==> config.mk <==
export PLATFORM = sky130hd
export DESIGN_NAME = baud_tick_gen
export DESIGN_NICKNAME = d
export VERILOG_FILES = /design/src/rtl/baud_pkg.sv /design/src/rtl/frac_rate_stage.sv /design/src/rtl/int_div_stage.sv /design/src/rtl/bit_phase_stage.sv /design/src/rtl/baud_tick_gen.sv
export SDC_FILE = /design/constraint.sdc
export NUM_CORES = 1
export LEC_CHECK = 0
export BUFFER_PORTS_ARGS = -buffer_cell sky130_fd_sc_hd__buf_4
export CAP_MARGIN = 20
export CELL_PAD_IN_SITES_DETAIL_PLACEMENT = 0
export CELL_PAD_IN_SITES_GLOBAL_PLACEMENT = 1
export CORE_ASPECT_RATIO = 0.7
export CORE_MARGIN = 2
export CORE_UTILIZATION = 44
export DETAILED_ROUTE_END_ITERATION = 12
export GPL_ROUTABILITY_DRIVEN = 0
export PLACE_DENSITY_LB_ADDON = 0.1
export SLEW_MARGIN = 25
export SYNTH_ARGS = -nofsm -noshare
export SYNTH_HDL_FRONTEND = slang
export SYNTH_HIERARCHICAL = 1
export SYNTH_SLANG_ARGS = --single-unit
==> constraint.sdc <==
create_clock -name clk -period 4.1 [get_ports clk]
set_input_delay 0.82 -clock clk [delete_from_list [all_inputs] [get_ports clk]]
set_output_delay 0.82 -clock clk [all_outputs]
set_load 0.05 [all_outputs]
==> src/rtl/baud_pkg.sv <==
`timescale 1ns/1ps
package baud_pkg;
  localparam int MULT_W  = 8;
  localparam int DIV_W   = 16;
  localparam int OSR     = 16;
  localparam int OSR_W   = (OSR > 1) ? $clog2(OSR) : 1;
endpackage

==> src/rtl/frac_rate_stage.sv <==
`timescale 1ns/1ps
module frac_rate_stage #(
  parameter int W = 8
) (
  input  logic         clk,
  input  logic         rst,
  input  logic         restart,
  input  logic [W-1:0] mult,
  output logic         pass_en
);
  logic [W-1:0] acc_q;
  logic         skip_q;
  logic [W:0]   sum;

  assign sum     = {1'b0, acc_q} + {1'b0, mult};
  assign pass_en = ~skip_q & ~rst & ~restart;

  always_ff @(posedge clk) begin
    if (rst || restart) begin
      acc_q  <= '0;
      skip_q <= 1'b0;
    end else if (skip_q) begin
      skip_q <= 1'b0;
    end else begin
      acc_q  <= sum[W-1:0];
      skip_q <= sum[W];
    end
  end
endmodule

==> src/rtl/int_div_stage.sv <==
`timescale 1ns/1ps
module int_div_stage #(
  parameter int W = 16
) (
  input  logic         clk,
  input  logic         rst,
  input  logic         restart,
  input  logic         en,
  input  logic [W-1:0] div,
  output logic         tick
);
  logic [W-1:0] cnt_q;
  logic         hit;

  assign hit  = (cnt_q == div);
  assign tick = en & hit;

  always_ff @(posedge clk) begin
    if (rst || restart) begin
      cnt_q <= '0;
    end else if (en) begin
      cnt_q <= hit ? '0 : cnt_q + 1'b1;
    end
  end
endmodule

==> src/rtl/bit_phase_stage.sv <==
`timescale 1ns/1ps
module bit_phase_stage #(
  parameter int OSR   = 16,
  parameter int OSR_W = 4
) (
  input  logic clk,
  input  logic rst,
  input  logic restart,
  input  logic en,
  input  logic sync_mode,
  output logic samp_tick,
  output logic bit_tick
);
  assign samp_tick = en & ~sync_mode;

  generate
    if (OSR > 1) begin : g_count
      logic [OSR_W-1:0] ph_q;
      logic             last;
      assign last     = (ph_q == OSR_W'(OSR - 1));
      assign bit_tick = sync_mode ? en : (en & last);
      always_ff @(posedge clk) begin
        if (rst || restart || sync_mode) begin
          ph_q <= '0;
        end else if (en) begin
          ph_q <= last ? '0 : ph_q + 1'b1;
        end
      end
    end else begin : g_bypass
      assign bit_tick = en;
    end
  endgenerate
endmodule

==> src/rtl/baud_tick_gen.sv <==
`timescale 1ns/1ps
module baud_tick_gen
  import baud_pkg::*;
(
  input  logic              clk,
  input  logic              rst,
  input  logic [MULT_W-1:0] frac_mult,
  input  logic [DIV_W-1:0]  int_div,
  input  logic              sync_mode,
  output logic              frac_en,
  output logic              samp_tick,
  output logic              bit_tick
);
  logic [MULT_W-1:0] mult_q;
  logic [DIV_W-1:0]  div_q;
  logic              mode_q;
  logic              restart;
  logic              div_tick;

  assign restart = (frac_mult != mult_q) | (int_div != div_q) | (sync_mode != mode_q);

  always_ff @(posedge clk) begin
    mult_q <= frac_mult;
    div_q  <= int_div;
    mode_q <= sync_mode;
  end

  frac_rate_stage #(.W(MULT_W)) u_frac (
    .clk(clk), .rst(rst), .restart(restart), .mult(frac_mult), .pass_en(frac_en)
  );

  int_div_stage #(.W(DIV_W)) u_div (
    .clk(clk), .rst(rst), .restart(restart), .en(frac_en), .div(int_div), .tick(div_tick)
  );

  bit_phase_stage #(.OSR(OSR), .OSR_W(OSR_W)) u_bit (
    .clk(clk), .rst(rst), .restart(restart), .en(div_tick), .sync_mode(sync_mode),
    .samp_tick(samp_tick), .bit_tick(bit_tick)
  );
endmodule


==> summary.md, run 1 <==
The worst setup path is of the in2out kind. The detail-routed via count per cell came out at 5.02. The longest clock path from root to sink contains 2 buffers. Between clock sinks in the finished design, the worst skew comes to 0.0157 ns. The count of antenna diodes in the layout came out at 0. The total of flip-flops plus latches after synthesis came out at 54. The first TritonRoute pass finished after 4 iterations. Final hold violation count: 0. After clock tree synthesis, the clock-pin slew on the worst setup and hold paths is 0.10 ns. After detailed routing, the number of remaining DRC violations is 0. Setup repair after global routing left no endpoint under its margin.

Leaving out fill and tap cells, the most frequent cells in the layout are sky130_fd_sc_hd__dfxtp_1 (54), sky130_fd_sc_hd__xnor2_1 (31), sky130_fd_sc_hd__buf_4 (31), sky130_fd_sc_hd__nor2_1 (31), sky130_fd_sc_hd__xor2_1 (26). The clock network accounts for 37.9% of the total power. Across all register-to-register paths, the minimum setup slack is 1.18 ns.

After detailed placement, the design holds a cell count of 358. For the worst relative slew slack, the log shows 51.8%. Setup violations remaining at the end of the flow were counted as 0.

The tools report the worst hold margin as 0.477 ns. The total via count after detailed routing was 1838. After layout, the worst path uses 95.4% of the clock period. The port buffer count is 29, and the core area is 5640 um2. The tools report the reported max-cap violation count as 0. TritonCTS built the clock tree. The sequential fraction of design power was 54.4%; the antenna violation net count after detailed routing was 0. The maximum net fanout on the critical path was 9; the power dissipated by switching net loads was 218 uW. The worst IR drop on VDD is 0.000193 V, and the internal power consumption is 780 uW. Counting flops with an async set or reset pin after synthesis yields a share of 0%. STA puts the critical path data required time at 3.28 ns. For the total of cells resized after clock tree synthesis, the log shows 1.

STA classifies the critical path startpoint as a primary input. Via count of the first global-routing pass: 1634. The worst hold path begins at u_frac/acc_q[3]. The arrival time reported for the critical path endpoint was 3.09 ns; the number of pins with negative max-slew slack in the final report was 0. Once the clock tree was built, the setup fixing pass inserted 0 buffers. The number of DRC markers in iteration 0 was 89; the count of clock tree sinks was 54. The Yosys warning count came out at 6.

The initial cell density of the core is 44.7%. For the number of buffers added by the clock tree synthesis step, the log shows 5. The buffer cell driving the clock tree root is sky130_fd_sc_hd__clkbuf_8.

The I/O pin count came out at 30. Derived from the worst setup path, the maximum achievable clock frequency is 0.256 GHz. The deepest level of the CTS H-tree is 2. Among all flip-flop cells after synthesis, the most frequent one is sky130_fd_sc_hd__dfxtp_1.

Summed over all failing endpoints, the final setup total negative slack is 0 ns. The run gives 2520 um2 as the combined area of all synthesized cells. The most common cell after layout, fill and taps aside was sky130_fd_sc_hd__dfxtp_1. The routed design could run at a clock period as short as 3.91 ns. The final layout contains routed wiring with a total length of 5090 um. Counting cells, the worst reg-to-reg path comes to 9. The number of nets in the synthesized netlist was 297. For this design the ratio of total power to cell area is 338 nW/um2. The run finished with clean final reports. The post-synthesis to final-layout area growth is 17.0%. Summed over all cells, the static leakage comes to 0.00108 uW.

The finished layout holds 366 standard cells, fillers aside. The die covers 6360 um2. The tools report the number of distinct library cell variants in the gate-level netlist after synthesis as 43. The number of nets in the layout is 328. The min-delay analysis places its worst path in the category reg2reg. For the largest net degree at the start of global routing, the log shows 18. Capture point of the worst reg-to-reg path: u_div/cnt_q[15].

The floorplan has 23 rows. Dividing the detail-routed wire length by the instance count gives 13.9 um. The logs give 17.5% for the global-route usage over all layers and 0.31 ns for the insertion delay to the later sink of the worst-skew pair.

Wire length of the first global-routing pass: 8330 um. The endpoint of the worst hold-timing path was u_frac/acc_q[3]. At the pin with the least slew margin, the transition time is 0.722 ns.

The tools report the count of hold-fix buffers inserted at cts as 0. The chip width is 94.5 um. The HPWL after detailed placement is 3940 um. Of the cells placed in the final design, the portion with a size suffix greater than 1 is 18.6%. The run gives 0 as the total congestion overflow after global routing. The tools report the category of the worst setup path capture point as an output port.

Counting the fill cells in the layout gives 536. The share of total power dissipated in combinational logic is 7.7%. In this run switching power makes up 21.8% of total power. The mean instance size in the synthesized netlist works out to 9.74 um2. In this run, synthesis inferred 0 flip-flops with an integrated enable.

Once layout is complete, the utilization of the core stands at 52.3%. The sequential-to-total area share from yosys stat came out at 42.9%. The startpoint of the most critical register-to-register path was div_q[11]. The synthesized instance count was 259. Measured along the y axis, the die boundary spans 67.3 um.

The number of antenna violations at the first check in global routing is 0, and the number of cells on the worst hold path is 2.
==> synthesized netlist by cell type (all sizes together), types with 2 or more instances <==
cell | number | area, um2
o21ai | 4 | 20.0
nand2 | 11 | 41.3
o21bai | 2 | 15.0
or3 | 3 | 23.8
a21o | 2 | 16.3
ha | 10 | 125
nor3 | 5 | 30.0
o31ai | 2 | 28.8
buf | 4 | 38.8
mux2i | 4 | 40.0
nand3b | 2 | 15.0
nand3 | 17 | 85.1
inv | 2 | 7.51
and3 | 2 | 13.8
xor2 | 27 | 244
clkbuf | 3 | 11.3
a21oi | 10 | 50.1
xnor2 | 31 | 272
dfxtp | 54 | 1080
a211oi | 3 | 27.5
nor2 | 32 | 120
nand4 | 9 | 56.3
nor4 | 7 | 43.8
or2 | 2 | 12.5
==> critical path, stage by stage <==
cell and delay (ns):
sky130_fd_sc_hd__buf_4 0.12, sky130_fd_sc_hd__xor2_1 0.14, sky130_fd_sc_hd__nor4_2 0.41, sky130_fd_sc_hd__nand4_1 0.24, sky130_fd_sc_hd__or2_2 0.45, sky130_fd_sc_hd__nor2_4 0.12, sky130_fd_sc_hd__nand2_1 0.07, sky130_fd_sc_hd__nor4_2 0.27
sky130_fd_sc_hd__a21boi_4 0.23, sky130_fd_sc_hd__buf_4 0.20
==> cell families (layout without fill, tap and decap cells) <==
group	after synthesis	in the layout	share of synthesized area [%]
buf+inv	9	41	2.28
simple gates	94	94	18.8
compound gates	29	29	8.33
xor+xnor	58	58	20.4
flops	54	54	42.9
mux	4	4	1.59
fa+ha+maj	11	11	5.75
==> layout make-up <==
class,count,area (um2),share of cell area (%)
Multi-Input combinational cell,196,1420,47.9
Sequential cell,54,1080,36.6
Timing Repair Buffer,31,233,7.88
Tap cell,75,93.8,3.18
Clock buffer,6,82.6,2.80
Clock inverter,2,38.8,1.31
Inverter,2,7.51,0.254
==> sequential cells by signal (all words and copies together), names as in the netlist <==
| name | count |
|---|---|
| div_q | 16 |
| mode_q | 1 |
| mult_q | 8 |
| u_bit/g_count.ph_q | 4 |
| u_div/cnt_q | 16 |
| u_frac/acc_q | 8 |
| u_frac/skip_q | 1 |
==> routing by layer <==
metal / routed length, um / vias to the layer above / GRT usage [%]
met4: 54 / 0 / 5.43
li1: - / 959 / -
met3: 266 / 5 / 4.13
met5: 0 / - / 0
met1: 2910 / 832 / 27.8
met2: 1860 / 42 / 22.8
==> stage by stage <==
stage / cell area [um2] / total power (uW) / setup slack (ns)
after detailed placement: 2820 / 631 / -0.145
final: 2950 / 997 / 0.189
after CTS: 2950 / 1010 / 0.0336
after floorplan: 2540 / 592 / 0.0629
after global placement: 2820 / 631 / 0.0406
after global routing: 2950 / 1040 / 0.0157
==> power by group through the flow <==
stage                     logic (uW)  registers (uW)  clock network, uW
after floorplan                 37.8             554                  0
after detailed placement        76.3             555                  0
after global placement          76.4             555                  0
after CTS                       76.9             543                393
after global routing            84.9             544                415
final                           76.8             543                378
==> worst max-delay path by stage <==
stage / startpoint / to / slack (ns) / cells after the start
after floorplan: int_div[11] / bit_tick / 0.06 / 11
after global routing: int_div[11] / bit_tick / 0.02 / 10
final: int_div[11] / bit_tick / 0.19 / 10
after CTS: int_div[11] / bit_tick / 0.03 / 10
after detailed placement: int_div[11] / bit_tick / -0.14 / 10
after global placement: int_div[11] / bit_tick / 0.04 / 10
Note: power is estimated with default switching activity, not from simulation.
==> inputs of run 2 (changes only) <==
Settings changed: MAX_ROUTING_LAYER set to met4.
==> run 2 against run 1 <==
Cell count is the same. Register-to-register slack hardly changed. Design area unchanged. Hold slack about the same. Sequential share of layout area stayed put. Die area unchanged. Sequential power about the same. Largest power group unchanged. First-iteration DRC count is 6.7% lower. Fmax barely moved. Via count fell by 0.44%. Highest routed layer unchanged. Total power grew 0.13%. Sequential cell count unchanged.
==> summary.md, run 2 (synthesis gave the netlist of run 1 again) <==
The count of clock tree sinks was 54; the finished layout cell area was 2950 um2. The setup slack on the worst flop-to-flop path is 1.17 ns, and the vertical extent of the die is 67.3 um. After global routing the overflow that remains totals 0.

At the later pin of the worst-skew pair, clock insertion delay measures 0.31 ns. The worst setup path is captured at an output port. The sort of element at the start of the critical path is a primary input.

In the final layout, the registers with the most flip-flops are div_q (16), u_div/cnt_q (16). The number of antenna diodes in the final layout is 0. Entering global routing, the biggest net connects 18 pins. The number of pins with negative max-slew slack in the final report came out at 0.

The worst hold path passes through 2 cells. The worst register-to-register path begins at div_q[11]. Fill cells in the final layout number 536. The sequential cells in the finished layout cover a total of 1080 um2. TritonCTS built the clock tree.

Arrival time reported for the critical path endpoint: 3.09 ns. Global routing consumed, over all layers together, 18.0% of the routing resources. The first global-routing pass estimated 8300 um of wire.

Buffers placed on the I/O ports in this run total 29. The ratio of total power to cell area came out at 338 nW/um2. The top cell types in the final layout, fill and taps aside, are sky130_fd_sc_hd__dfxtp_1 (54), sky130_fd_sc_hd__xnor2_1 (31), sky130_fd_sc_hd__buf_4 (31), sky130_fd_sc_hd__nor2_1 (31), sky130_fd_sc_hd__xor2_1 (26). The I/O pin count was 30. Clock tree synthesis inserted a total of 5 buffers.

The worst min-delay path class was reg2reg. The number of setup buffers added after CTS is 0. For the number of rows created at floorplan, the log shows 23. The die is 94.5 um wide. Buffers inserted to repair hold after CTS numbered 0. The minimum clock period works out to 3.91 ns. The worst register-to-register path has a depth of 9. For this configuration, the core starts out at a cell density of 44.7%.

After detailed routing, the average wire length per cell comes to 14.0 um. Setup violations remaining at the end of the flow were counted as 0. Timing would allow up to 0.256 GHz. Number of DRC markers in iteration 0: 83. Clock tree synthesis selected as its root buffer the cell sky130_fd_sc_hd__clkbuf_8. Once placement finished, the instance area stood at 2820 um2. The number of nets in the layout is 328.

The flow ran to the end, and the final reports show no timing, DRC or antenna violations. Maximum buffer depth of the clock tree: 2. The logs give 0 for the number of antenna violations at the first check in global routing and 0 for the final hold violation count. The final period utilization is 95.4%. Summing all multi-input logic gate instances after layout gives 1420 um2.

The pre-antenna-repair detailed-routing pass consisted of 4 iterations. Remaining design rule violation count: 0. The run gives 51.6% as the worst relative slew slack.

After clock tree synthesis, the clock-pin slew on the worst setup and hold paths is 0.10 ns. The worst register-to-register path ends at u_div/cnt_q[15]. The startpoint identified for the worst hold timing path is u_frac/acc_q[3].

The run gives 3.28 ns as the data required time at the worst endpoint. The logs give 0 for the reported max-cap violation count and 0.0169 ns for the clock skew. The total via count after detailed routing was 1830; the core area was 5640 um2.

The floorplan step defined a die boundary enclosing 6360 um2. The antenna violation net count after detailed routing is 0. Setup repair after global routing left no endpoint under its margin. The maximum net fanout on the critical path is 9. The post-detailed-placement half-perimeter wirelength is 3940 um, and the total wire length after detailed routing is 5110 um. Compared with the post-synthesis result, the final layout area differs by 17.0%. Once layout is complete, the utilization of the core stands at 52.3%.

Leaving out fill and tap cells, the most frequent cell in the layout is sky130_fd_sc_hd__dfxtp_1. For this design the static power due to leakage is 0.00108 uW. The setup path with the least slack is of type in2out. Via count of the first global-routing pass: 1635.

Across the VDD grid, the largest voltage drop is 0.000194 V. The endpoint of the worst hold-timing path is u_frac/acc_q[3]. For the pin with the worst max-slew slack, the measured transition is 0.726 ns. The post-route netlist has 18.6% of its cells at a drive strength greater than 1. The design draws 999 uW. Detail-routed via count per cell: 5.00. The H-tree was split into 2 levels.
[run 2: timing repair]
| action | CTS | global route |
|---|---|---|
| gates resized for setup | 1 | 1 |
| pin swaps | 0 | 0 |
| endpoints found under the setup margin | 2 | 2 |
[run 2: layout make-up]
| class | count | share of cell area, % |
|---|---|---|
| Multi-Input combinational cell | 196 | 47.9 |
| Tap cell | 75 | 3.18 |
| Timing Repair Buffer | 31 | 7.88 |
| Sequential cell | 54 | 36.6 |
| Inverter | 2 | 0.254 |
| Clock inverter | 2 | 1.31 |
| Clock buffer | 6 | 2.80 |
[run 2: worst max path at each step]
stage	startpoint	endpoint	slack, ns	cells after the start
floorplan	int_div[11]	bit_tick	0.06	11
global placement	int_div[11]	bit_tick	0.04	10
detailed placement	int_div[11]	bit_tick	-0.14	10
CTS	int_div[11]	bit_tick	0.03	10
global route	int_div[11]	bit_tick	0.02	10
finish	int_div[11]	bit_tick	0.19	10
[run 2: report_power, final]
part / internal, uW / leakage (uW) / switching (uW)
Combinational: 41.5 / 0.000577 / 35.3
Sequential: 537 / 0.000444 / 5.32
Clock: 201 / 0.0000618 / 178
Total: 780 / 0.00108 / 219
[run 2: routing by layer]
layer	global-route usage (%)	vias to the layer above	routed length [um]
li1	-	958	-
met1	27.8	830	2940
met2	22.7	37	1870
met3	4.13	5	243
met4	5.43	0	51
met5	-	-	0
[run 2: metrics by stage]
step	TNS, ns	hold slack (ns)	worst slack [ns]	std cells
global placement	0	0.465	0.0406	358
detailed placement	-0.244	0.461	-0.145	358
finish	0	0.477	0.189	366
floorplan	0	0.441	0.0629	259
global route	0	0.494	0.0157	366
CTS	0	0.477	0.0336	366
[run 2: critical path: stages]
cell and delay [ns]:
sky130_fd_sc_hd__buf_4 0.12, sky130_fd_sc_hd__xor2_1 0.14, sky130_fd_sc_hd__nor4_2 0.41, sky130_fd_sc_hd__nand4_1 0.24, sky130_fd_sc_hd__or2_2 0.45, sky130_fd_sc_hd__nor2_4 0.12
sky130_fd_sc_hd__nand2_1 0.07, sky130_fd_sc_hd__nor4_2 0.27, sky130_fd_sc_hd__a21boi_4 0.23, sky130_fd_sc_hd__buf_4 0.20
